File: src/rtl/disp_reg_pkg.sv
package disp_reg_pkg;
  localparam int REG_W     = 32;
  localparam int NUM_REGS  = 5;
  localparam int IDX_W     = $clog2(NUM_REGS);

  localparam int CTRL_IDX  = 0;
  localparam int CTRL2_IDX = 1;
  localparam int XFER_IDX  = 2;
  localparam int CUR_IDX   = 3;
  localparam int NEXT_IDX  = 4;

  localparam int RUN_BIT   = 0;
  localparam int DOT_BIT   = 17;
  localparam int GATE_BIT  = 30;
  localparam int SRST_BIT  = 31;
  localparam int FCLR_BIT  = 21;

  typedef enum logic [1:0] {
    OP_PLAIN = 2'd0,
    OP_SET   = 2'd1,
    OP_CLR   = 2'd2,
    OP_NONE  = 2'd3
  } aliasOp_e;

  typedef struct packed {
    logic             wrEn;
    logic [IDX_W-1:0] wrIdx;
    aliasOp_e         op;
    logic [REG_W-1:0] data;
    logic             rdHit;
    logic [IDX_W-1:0] rdIdx;
  } bankStrobe_t;

  function automatic logic [REG_W-1:0] applyOp(logic [REG_W-1:0] oldVal,
                                               logic [REG_W-1:0] wVal,
                                               aliasOp_e op);
    case (op)
      OP_PLAIN: applyOp = wVal;
      OP_SET:   applyOp = oldVal | wVal;
      OP_CLR:   applyOp = oldVal & ~wVal;
      default:  applyOp = oldVal;
    endcase
  endfunction
endpackage

File: src/rtl/disp_reg_decode.sv
module disp_reg_decode
  import disp_reg_pkg::*;
#(
  parameter int ADDR_W    = 8,
  parameter int SLOT_LOG2 = 4
) (
  input  logic [ADDR_W-1:0] busAddr,
  input  logic [REG_W-1:0]  busWdata,
  input  logic              busWe,
  output bankStrobe_t       stb
);
  localparam int SLOT_W = ADDR_W - SLOT_LOG2;

  logic [SLOT_W-1:0] slot;
  logic [1:0]        aliasSel;
  logic              aligned;
  logic              slotHit;

  assign slot     = busAddr[ADDR_W-1:SLOT_LOG2];
  assign aliasSel = busAddr[3:2];
  assign aligned  = (busAddr[1:0] == 2'b00);
  assign slotHit  = aligned && (int'(slot) < NUM_REGS);

  always_comb begin
    stb.rdHit = slotHit && (aliasSel != 2'd3);
    stb.rdIdx = slot[IDX_W-1:0];
    stb.wrEn  = busWe && stb.rdHit;
    stb.wrIdx = slot[IDX_W-1:0];
    stb.op    = aliasOp_e'(aliasSel);
    stb.data  = busWdata;
  end
endmodule

File: src/rtl/disp_reg_store.sv
module disp_reg_store
  import disp_reg_pkg::*;
(
  input  logic                             clk,
  input  logic                             rstN,
  input  bankStrobe_t                      stb,
  input  logic                             frameTick,
  input  logic                             fifoEmpty,
  output logic [NUM_REGS-1:0][REG_W-1:0]   regOut,
  output logic [REG_W-1:0]                 rdData
);
  logic [REG_W-1:0] regQ   [NUM_REGS];
  logic [REG_W-1:0] regNxt [NUM_REGS];
  logic runQ, dotQ, srstQ, drainDone;

  assign runQ      = regQ[CTRL_IDX][RUN_BIT];
  assign dotQ      = regQ[CTRL_IDX][DOT_BIT];
  assign srstQ     = regQ[CTRL_IDX][SRST_BIT];
  assign drainDone = !dotQ && fifoEmpty;

  always_comb begin
    for (int i = 0; i < NUM_REGS; i++) begin
      logic [REG_W-1:0] applied;
      applied = (stb.wrEn && int'(stb.wrIdx) == i)
                ? applyOp(regQ[i], stb.data, stb.op) : regQ[i];
      regNxt[i] = applied;
      if (i == CTRL_IDX) begin
        regNxt[i][RUN_BIT] = runQ ? !drainDone : applied[RUN_BIT];
      end
      if (i == CUR_IDX && frameTick) begin
        regNxt[i] = regQ[NEXT_IDX];
      end
      if (srstQ) begin
        regNxt[i] = '0;
        if (i == CTRL_IDX) regNxt[i][SRST_BIT] = applied[SRST_BIT];
      end
    end
  end

  always_ff @(posedge clk or negedge rstN) begin
    if (!rstN) begin
      for (int i = 0; i < NUM_REGS; i++) regQ[i] <= '0;
    end else begin
      for (int i = 0; i < NUM_REGS; i++) regQ[i] <= regNxt[i];
    end
  end

  genvar g;
  generate
    for (g = 0; g < NUM_REGS; g++) begin : gOut
      assign regOut[g] = regQ[g];
    end
  endgenerate

  assign rdData = stb.rdHit ? regQ[stb.rdIdx] : '0;

  // frame pulse copies the staged address
  a_r7_frame_copy: assert property (@(posedge clk) disable iff (!rstN)
    (frameTick && !srstQ) |=> (regQ[CUR_IDX] == $past(regQ[NEXT_IDX])));

  // run stays up until the drain condition
  a_r9_run_hold: assert property (@(posedge clk) disable iff (!rstN)
    (runQ && !srstQ && !(!dotQ && fifoEmpty)) |=> runQ);

  // run drops once dot-clock is off and the FIFO is empty
  a_r10_run_drain: assert property (@(posedge clk) disable iff (!rstN)
    (runQ && !dotQ && fifoEmpty) |=> !runQ);

  // soft reset clears the rest of the bank
  a_r11_soft_reset: assert property (@(posedge clk) disable iff (!rstN)
    srstQ |=> (regQ[CTRL_IDX][30:0] == '0 && regQ[CTRL2_IDX] == '0 &&
               regQ[XFER_IDX] == '0 && regQ[CUR_IDX] == '0 &&
               regQ[NEXT_IDX] == '0));

  // without a frame pulse or a write to it, the current buffer holds
  a_r8_cur_stable: assert property (@(posedge clk) disable iff (!rstN)
    (!frameTick && !srstQ && !(stb.wrEn && int'(stb.wrIdx) == CUR_IDX))
      |=> $stable(regQ[CUR_IDX]));
endmodule

File: src/rtl/disp_ctrl_regs.sv
module disp_ctrl_regs
  import disp_reg_pkg::*;
#(
  parameter int ADDR_W    = 8,
  parameter int SLOT_LOG2 = 4
) (
  input  logic              clk,
  input  logic              rstN,
  input  logic [ADDR_W-1:0] busAddr,
  input  logic [REG_W-1:0]  busWdata,
  input  logic              busWe,
  output logic [REG_W-1:0]  busRdata,
  input  logic              frameTick,
  input  logic              fifoEmpty,
  output logic              runActive,
  output logic              dotClkMode,
  output logic              clkGated,
  output logic [1:0]        busWidth,
  output logic [1:0]        wordLen,
  output logic              masterMode,
  output logic [2:0]        fmtFlags,
  output logic              fifoClear,
  output logic [3:0]        bytePack,
  output logic [15:0]       vCount,
  output logic [15:0]       hCount,
  output logic [REG_W-1:0]  curBuf
);
  bankStrobe_t                    stb;
  logic [NUM_REGS-1:0][REG_W-1:0] regOut;
  logic [REG_W-1:0]               ctrlW, ctrl2W, xferW;

  disp_reg_decode #(.ADDR_W(ADDR_W), .SLOT_LOG2(SLOT_LOG2)) uDecode (
    .busAddr (busAddr),
    .busWdata(busWdata),
    .busWe   (busWe),
    .stb     (stb)
  );

  disp_reg_store uStore (
    .clk      (clk),
    .rstN     (rstN),
    .stb      (stb),
    .frameTick(frameTick),
    .fifoEmpty(fifoEmpty),
    .regOut   (regOut),
    .rdData   (busRdata)
  );

  assign ctrlW  = regOut[CTRL_IDX];
  assign ctrl2W = regOut[CTRL2_IDX];
  assign xferW  = regOut[XFER_IDX];

  assign runActive  = ctrlW[RUN_BIT];
  assign dotClkMode = ctrlW[DOT_BIT];
  assign clkGated   = ctrlW[GATE_BIT];
  assign busWidth   = ctrlW[11:10];
  assign wordLen    = ctrlW[9:8];
  assign masterMode = ctrlW[5];
  assign fmtFlags   = ctrlW[3:1];
  assign fifoClear  = ctrl2W[FCLR_BIT];
  assign bytePack   = ctrl2W[19:16];
  assign vCount     = xferW[31:16];
  assign hCount     = xferW[15:0];
  assign curBuf     = regOut[CUR_IDX];
endmodule

File: config.mk
export PLATFORM = sky130hd
export DESIGN_NAME = disp_ctrl_regs
export DESIGN_NICKNAME = d
export VERILOG_FILES = /design/src/rtl/disp_reg_pkg.sv /design/src/rtl/disp_reg_decode.sv /design/src/rtl/disp_reg_store.sv /design/src/rtl/disp_ctrl_regs.sv
export SDC_FILE = /design/constraint.sdc
export NUM_CORES = 1
export LEC_CHECK = 0
export ABC_AREA = 1
export BUFFER_PORTS_ARGS = -buffer_cell sky130_fd_sc_hd__buf_2
export CAP_MARGIN = 10
export CORE_MARGIN = 5
export CORE_UTILIZATION = 50
export DETAILED_ROUTE_END_ITERATION = 6
export GPL_TIMING_DRIVEN = 0
export PLACE_DENSITY = 0.7
export RECOVER_POWER = 50
export SYNTH_ARGS = -nofsm -noshare
export SYNTH_HDL_FRONTEND = slang
export SYNTH_SLANG_ARGS = --single-unit
File: constraint.sdc
create_clock -name clk -period 2 [get_ports clk]
set_input_delay 0.2 -clock clk [delete_from_list [all_inputs] [get_ports clk]]
set_output_delay 0.2 -clock clk [all_outputs]
set_load 0.005 [all_outputs]
# After elaboration in Yosys (flattened, before gate mapping)
# Index checks and enable logic that the tools add are counted.
[op_classes]
n_bitwise = 12
n_eq_ne = 7
order_cmp = 2
n_mux = 21
n_reduce_logical = 29
[op_table]
columns = ["operator", "count"]
rows = [
  ["$pmux 32 s3", 5],
  ["$mux 32", 13],
  ["$and 32x32->32", 5],
  ["$or 32x32->32", 5],
  ["$bmux 32 s3", 1],
  ["$not 32->32", 1],
  ["$mux 31", 1],
  ["$reduce_and 2->1", 6],
  ["$reduce_bool 5->1", 2],
  ["$eq 3x3->1 const B", 3],
  ["$logic_and 1x1->1", 9],
  ["$reduce_bool 2->1", 4],
  ["$reduce_bool 3->1", 2],
  ["$ge 4x4->1 const B", 1],
  ["$logic_not 2->1", 2],
  ["$lt 4x3->1 const B", 1],
  ["$not 3->4", 1],
  ["$reduce_bool 4->1", 1],
  ["$eq 3x2->1 const B", 1],
  ["$logic_not 3->1", 1],
  ["$eq 2x1->1 const B", 1],
  ["$eq 2x2->1 const B", 1],
  ["$logic_not 1->1", 2],
  ["$ne 2x2->1 const B", 1],
  ["$mux 1", 1],
]
[totals]
out_inout_bits = 112
ff_bits = 160
elab_cells = 78
in_bits = 45

# Logic depth before layout (Yosys ltp)
[logic_depth]
word_depth = 8
mapped_depth = 11
mapped_depth_nobuf = 9

# Modules after synthesis
# From an unflattened synthesis, not the netlist that was laid out.
[hier_totals]
cells_unflattened = 1773
area_unflattened_um2 = 10875.4
[modules_own_cells]
columns = ["mod", "instances", "area_per_inst_um2", "cells_each", "seq_area_each_um2"]
rows = [
  ["disp_reg_store", 1, 10530.1, 1723, 4003.8],
  ["disp_reg_decode", 1, 345.3, 50, 0.0],
]

# Worst setup path after synthesis
# Ideal clock, no wire load.
[synth_timing]
path_kind = "input -> register"
start = "input busAddr[2]"
end = "register uStore.regQ (netlist bit uStore.regOut[145])"
setup_ps = 117
path_buffers = 2
t_required_ps = 1883
path_stages = 10
t_arrival_ps = 1419
slack_ps = 464
cell_sequence = "inv_1 ha_1 inv_2 nor2_1 buf_2 buf_2 o21ai_0 nor3b_1 nand2_1 nand2_1"
[synth_via]
elab_chain_cells = 6
elab_cells_between_ends = 13
cone_classes = "eq/ne: 3; mux: 3; reduce/logical: 7"
[synth_rtl]
columns = ["element", "line", "text"]
rows = [
  ["from (decl)", "disp_ctrl_regs.sv:9", "input logic [ADDR_W-1:0] busAddr,"],
  ["$ne 2x2->1", "disp_reg_decode.sv:25", "stb.rdHit = slotHit && (aliasSel != 2'd3);"],
  ["$logic_and 1x1->1", "disp_reg_decode.sv:25", ""],
  ["$logic_and 1x1->1", "disp_reg_decode.sv:27", "stb.wrEn = busWe && stb.rdHit;"],
  ["$logic_and 1x1->1", "disp_reg_store.sv:24", "applied = (stb.wrEn && int'(stb.wrIdx) == i)"],
  ["$reduce_bool 2->1 (no source line)", "-", ""],
  ["$reduce_and 2->1 (no source line)", "-", ""],
  ["to (decl)", "disp_reg_store.sv:12", "logic [REG_W-1:0] regQ [NUM_REGS];"],
]
# Parallel ways exist; a longest one is shown, timed or not. The select of a mux whose other input is x is not followed.
# A chain may end at the register's enable or synchronous reset.

# Worst setup path after layout
[layout_timing]
start = "input busAddr[5]"
end = "output busRdata[30]"
[layout_via]
elab_chain_cells = 5
elab_cells_between_ends = 8
cone_classes = "order compare: 1; mux: 4; bitwise: 1; reduce/logical: 2"
[layout_rtl]
columns = ["element", "line", "text"]
rows = [
  ["$not 3->4 (implied by the code)", "disp_reg_store.sv:55", "assign rdData = stb.rdHit ? regQ[stb.rdIdx] : '0;"],
  ["$bmux 32 s3", "disp_reg_store.sv:55", ""],
  ["$mux 32 (implied by the code) (2 in a row)", "disp_reg_store.sv:55", ""],
  ["$mux 32 (*)", "disp_reg_store.sv:55", ""],
  ["to (decl)", "disp_ctrl_regs.sv:12", "output logic [REG_W-1:0] busRdata,"],
]
# Mark *: on every way between the ends. The rest lies on a longest branch, timed or not. The select of a mux whose other input is x is not followed.

==> impl_metrics.py <==
metrics = {
    "synthesis": {
        "synth_area_per_cell_um2": 6.411,
        "yosys.area.top_type_share_pct": 32.43,
        "synthTopCellsByCount": "613 x nand2_1, 270 x nand3_1, 160 x dfrtp_1",
        "syn-num-nets": 1975,
        "synth_area_leaders": "dfrtp_1 32%, nand2_1 19%, nand3_1 11%",
        "ys_warn_count": 0,
        "synthFlopType": "dfrtp_1",
        "synth-edff-count": 0,
        "yosysMostFrequentCell": "nand2_1",
        "ys_types": 34,
        "synth-async-reset-ratio_pct": 100.0,
        "synth_area_leader_cell": "dfrtp_1",
        "ys_seq_area_share_pct": 32.43,
        "synthCells": 1926,
        "syn-cell-area_um2": 12350,
        "ys_seq_elements": 160,
    },
    "critical_path": {
        "path_max_fanout": 10,
        "critPathTopFamily": "buffers and inverters",
        "rr_worst_depth": 6,
        "end_kind": "primary output",
        "arrival_ns": 1.87,
        "cp-start-kind": "input pin",
        "critPathRequiredTime_ns": 1.80,
        "cp.buffers_inverters": 4,
        "max_stage_delay_ns": 0.31,
        "r2r-end": "uStore.regOut[48]$_DFFE_PN0P_",
        "reg2reg_from": "uStore.regOut[31]$_DFFE_PN0P_",
        "path_cells": "buf_2 > nor2_8 > inv_2 > nor2_8 > buf_4 > nand2_1 > a21oi_1 > buf_2",
        "regToRegSetupSlack_ns": -0.02,
        "critPathSlowestCell": "nor2_8",
        "worstSetupPathType": "input pin to primary output",
    },
    "finish": {
        "fin_cells": 2443,
        "drive_above_1_share_pct": 18.97,
        "multi_input_area_um2": 6699,
        "seqCellArea_um2": 4005,
        "diodes": 0,
        "area_delta_synth_final_pct": 16.04,
        "n_fill_cell": 2455,
        "final_cell_area_um2": 14330,
        "fin_nets": 2155,
        "fin_util_pct": 58.91,
        "largest_reg_flops": 160,
    },
    "min_path": {
        "hold-path-endpoint": "uStore.regOut[0]$_DFFE_PN0P_",
        "worst_hold_path.num_cells": 4,
        "hold_class": "input pin to flip-flop",
        "min_from": "fifoEmpty",
    },
    "cts": {
        "cts.path.max_buffers": 2,
        "cts_max_level": 4,
        "cts.sinks": 160,
        "ctsRootBufferMaster": "clkbuf_16",
        "numCtsBuffers": 17,
        "path_clk_slew_ns": 0.07,
        "cts_tree": "done",
        "clk_latency_ns": 0.45,
    },
    "die": {
        "die_h_um": 167.1,
        "coreArea_um2": 24320,
        "row_count": 57,
        "die_w_um": 167.1,
        "start_util_pct": 50.77,
        "io_pins": 157,
        "die-area_um2": 27940,
    },
    "job": {
        "maxCapViolCount": 0,
    },
    "sta": {
        "setup_viol": 14,
        "fmax_mhz": 482.0,
        "finClkSkew_ns": 0.01449,
        "worst_slew_pin_slew_ns": 1.277,
        "hold_viol_final": 0,
        "setup_slack_ns": -0.07477,
        "fin_crit_ns": 2.075,
        "slew_headroom_pct": 14.84,
        "fin_crit_sh_pct": 103.7,
        "rsz0062_at_grt": "yes",
        "drv_slew": 0,
        "setup-tns-final_ns": -0.4448,
    },
    "power_and_ir_drop": {
        "combPwrFrac_pct": 30.7,
        "vdd_drop_max_uv": 603.0,
        "power_density_nw_per_um2": 693.9,
        "p_leak_nw": 7.717,
        "switching_power_mw": 4.023,
        "p_int_mw": 5.919,
        "p_clk_share_pct": 34.3,
        "pwr-share-seq_pct": 35.0,
        "power_mw": 9.942,
        "sw_frac_of_total_pct": 40.47,
    },
    "drt": {
        "wl_per_cell_um": 25.02,
        "drc": 0,
        "wl_mm": 61.13,
        "drt_iter0_markers": 2600,
        "antenna_left": 0,
        "viasPerCell": 6.196,
        "dr.pass1.iters": 6,
        "vias": 15136,
    },
    "global_route": {
        "antenna_found_initial": 1,
        "first_global_vias": 13825,
        "grt_pass1_wl_mm": 88.60,
        "grt_usage_pct": 42.45,
        "grt-ovfl-total": 0,
        "grt_max_degree": 101,
    },
    "outcome": {
        "status": "finished, violations left",
        "violations": "setup timing",
    },
    "place": {
        "dpl.cell_count": 2405,
        "globalplace.congestion": 1.012,
        "portBuffers": 154,
        "dpl_cell_area_um2": 13560,
        "hpwl_mm": 40.60,
    },
}
==> what timing repair did <==
item	in CTS	in global routing
setup buffers	4	2
setup endpoints to repair	154	115
pin swaps	3	4
endpoints found under the hold margin	60	0
gates resized for setup	42	40
hold buffers	1	0
==> worst min-delay path, stage by stage <==
cell     delay (ns)
buf_2          0.07
nand3_1        0.06
nand2_1        0.06
a21oi_1        0.03
==> logic make-up (layout without fill, tap and decap cells) <==
| logic type | Yosys count | count (layout) | share of synthesized area, % |
|---|---|---|---|
| buf+inv | 329 | 522 | 13.60 |
| flops | 160 | 160 | 32.43 |
| simple gates | 1202 | 1202 | 43.80 |
| fa+ha+maj | 4 | 4 | 0.4054 |
| compound gates | 231 | 231 | 9.769 |
==> layout make-up <==
cell class | instances | share of cell area (%)
buffer | 195 | 8.977
clock buffer | 18 | 2.995
clock inverter | 14 | 1.048
inverter | 133 | 3.546
multi-input combinational | 1437 | 46.76
sequential | 160 | 27.95
tap | 324 | 2.829
timing repair buffer | 162 | 5.895
==> power groups by stage <==
stage / registers, mW / clock network [mW] / logic, mW
floorplan: 3.50 / 0 / 1.57
global placement: 3.54 / 0 / 2.75
detailed placement: 3.54 / 0 / 2.78
CTS: 3.47 / 3.40 / 2.85
global route: 3.49 / 3.56 / 3.13
finish: 3.48 / 3.41 / 3.05
==> through the flow <==
stage | hold slack (ns) | worst slack, ns
6_report | 0.01487 | -0.07477
5_1_grt | 0.02106 | -0.01007
4_1_cts | 0.01633 | 0.005795
3_5_place_dp | 0.1762 | -0.6072
3_3_place_gp | 0.4542 | -1.968
2_1_floorplan | -0.09559 | 0.4644
==> how the worst max path moves through the flow <==
stage / startpoint / to / slack, ns / depth (start not counted)
5_1_grt: busAddr[2] / uStore.regOut[121]$_DFFE_PN0P_ / -0.01 / 10
3_3_place_gp: rstN / uStore.regOut[78]$_DFFE_PN0P_ / -1.97 / 1
2_1_floorplan: busAddr[2] / uStore.regOut[145]$_DFFE_PN0P_ / 0.46 / 10
3_5_place_dp: busAddr[3] / uStore.regOut[65]$_DFFE_PN0P_ / -0.61 / 10
6_report: busAddr[5] / busRdata[30] / -0.07 / 8
4_1_cts: uStore.regOut[31]$_DFFE_PN0P_ / uStore.regOut[100]$_DFFE_PN0P_ / 0.006 / 6
==> metal layers <==
layer | track usage [%] | wire [um] | vias up
li1 | - | - | 6558
met1 | 54.37 | 21650 | 6856
met2 | 61.52 | 24750 | 1356
met3 | 11.81 | 8996 | 366
met4 | 30.66 | 5734 | 0
met5 | 0 | 0 | -
==> cell usage in the layout (no fill, tap or decap), types with 3 or more instances in the layout <==
cell and count:
nand3b_1 45, o31ai_1 12, clkbuf_2 25, clkbuf_1 31, inv_6 5, clkbuf_16 18
buf_2 174, clkbuf_4 53, and3_1 4, buf_1 10, nand2_4 3, o21ai_0 124
o21ai_1 8, buf_4 44, a21oi_2 3, nand4_1 14, clkinvlp_4 3, nand2_1 613
nor2_1 155, o22ai_1 5, or2_2 19, a21oi_1 74, inv_2 8, nand3_1 270
buf_6 15, inv_1 122, dfrtp_1 159, nor3_1 47, ha_1 4, nor3b_1 13
nor2_4 5, nor2_8 4
No activity file was read; power rests on OpenSTA's default activity.
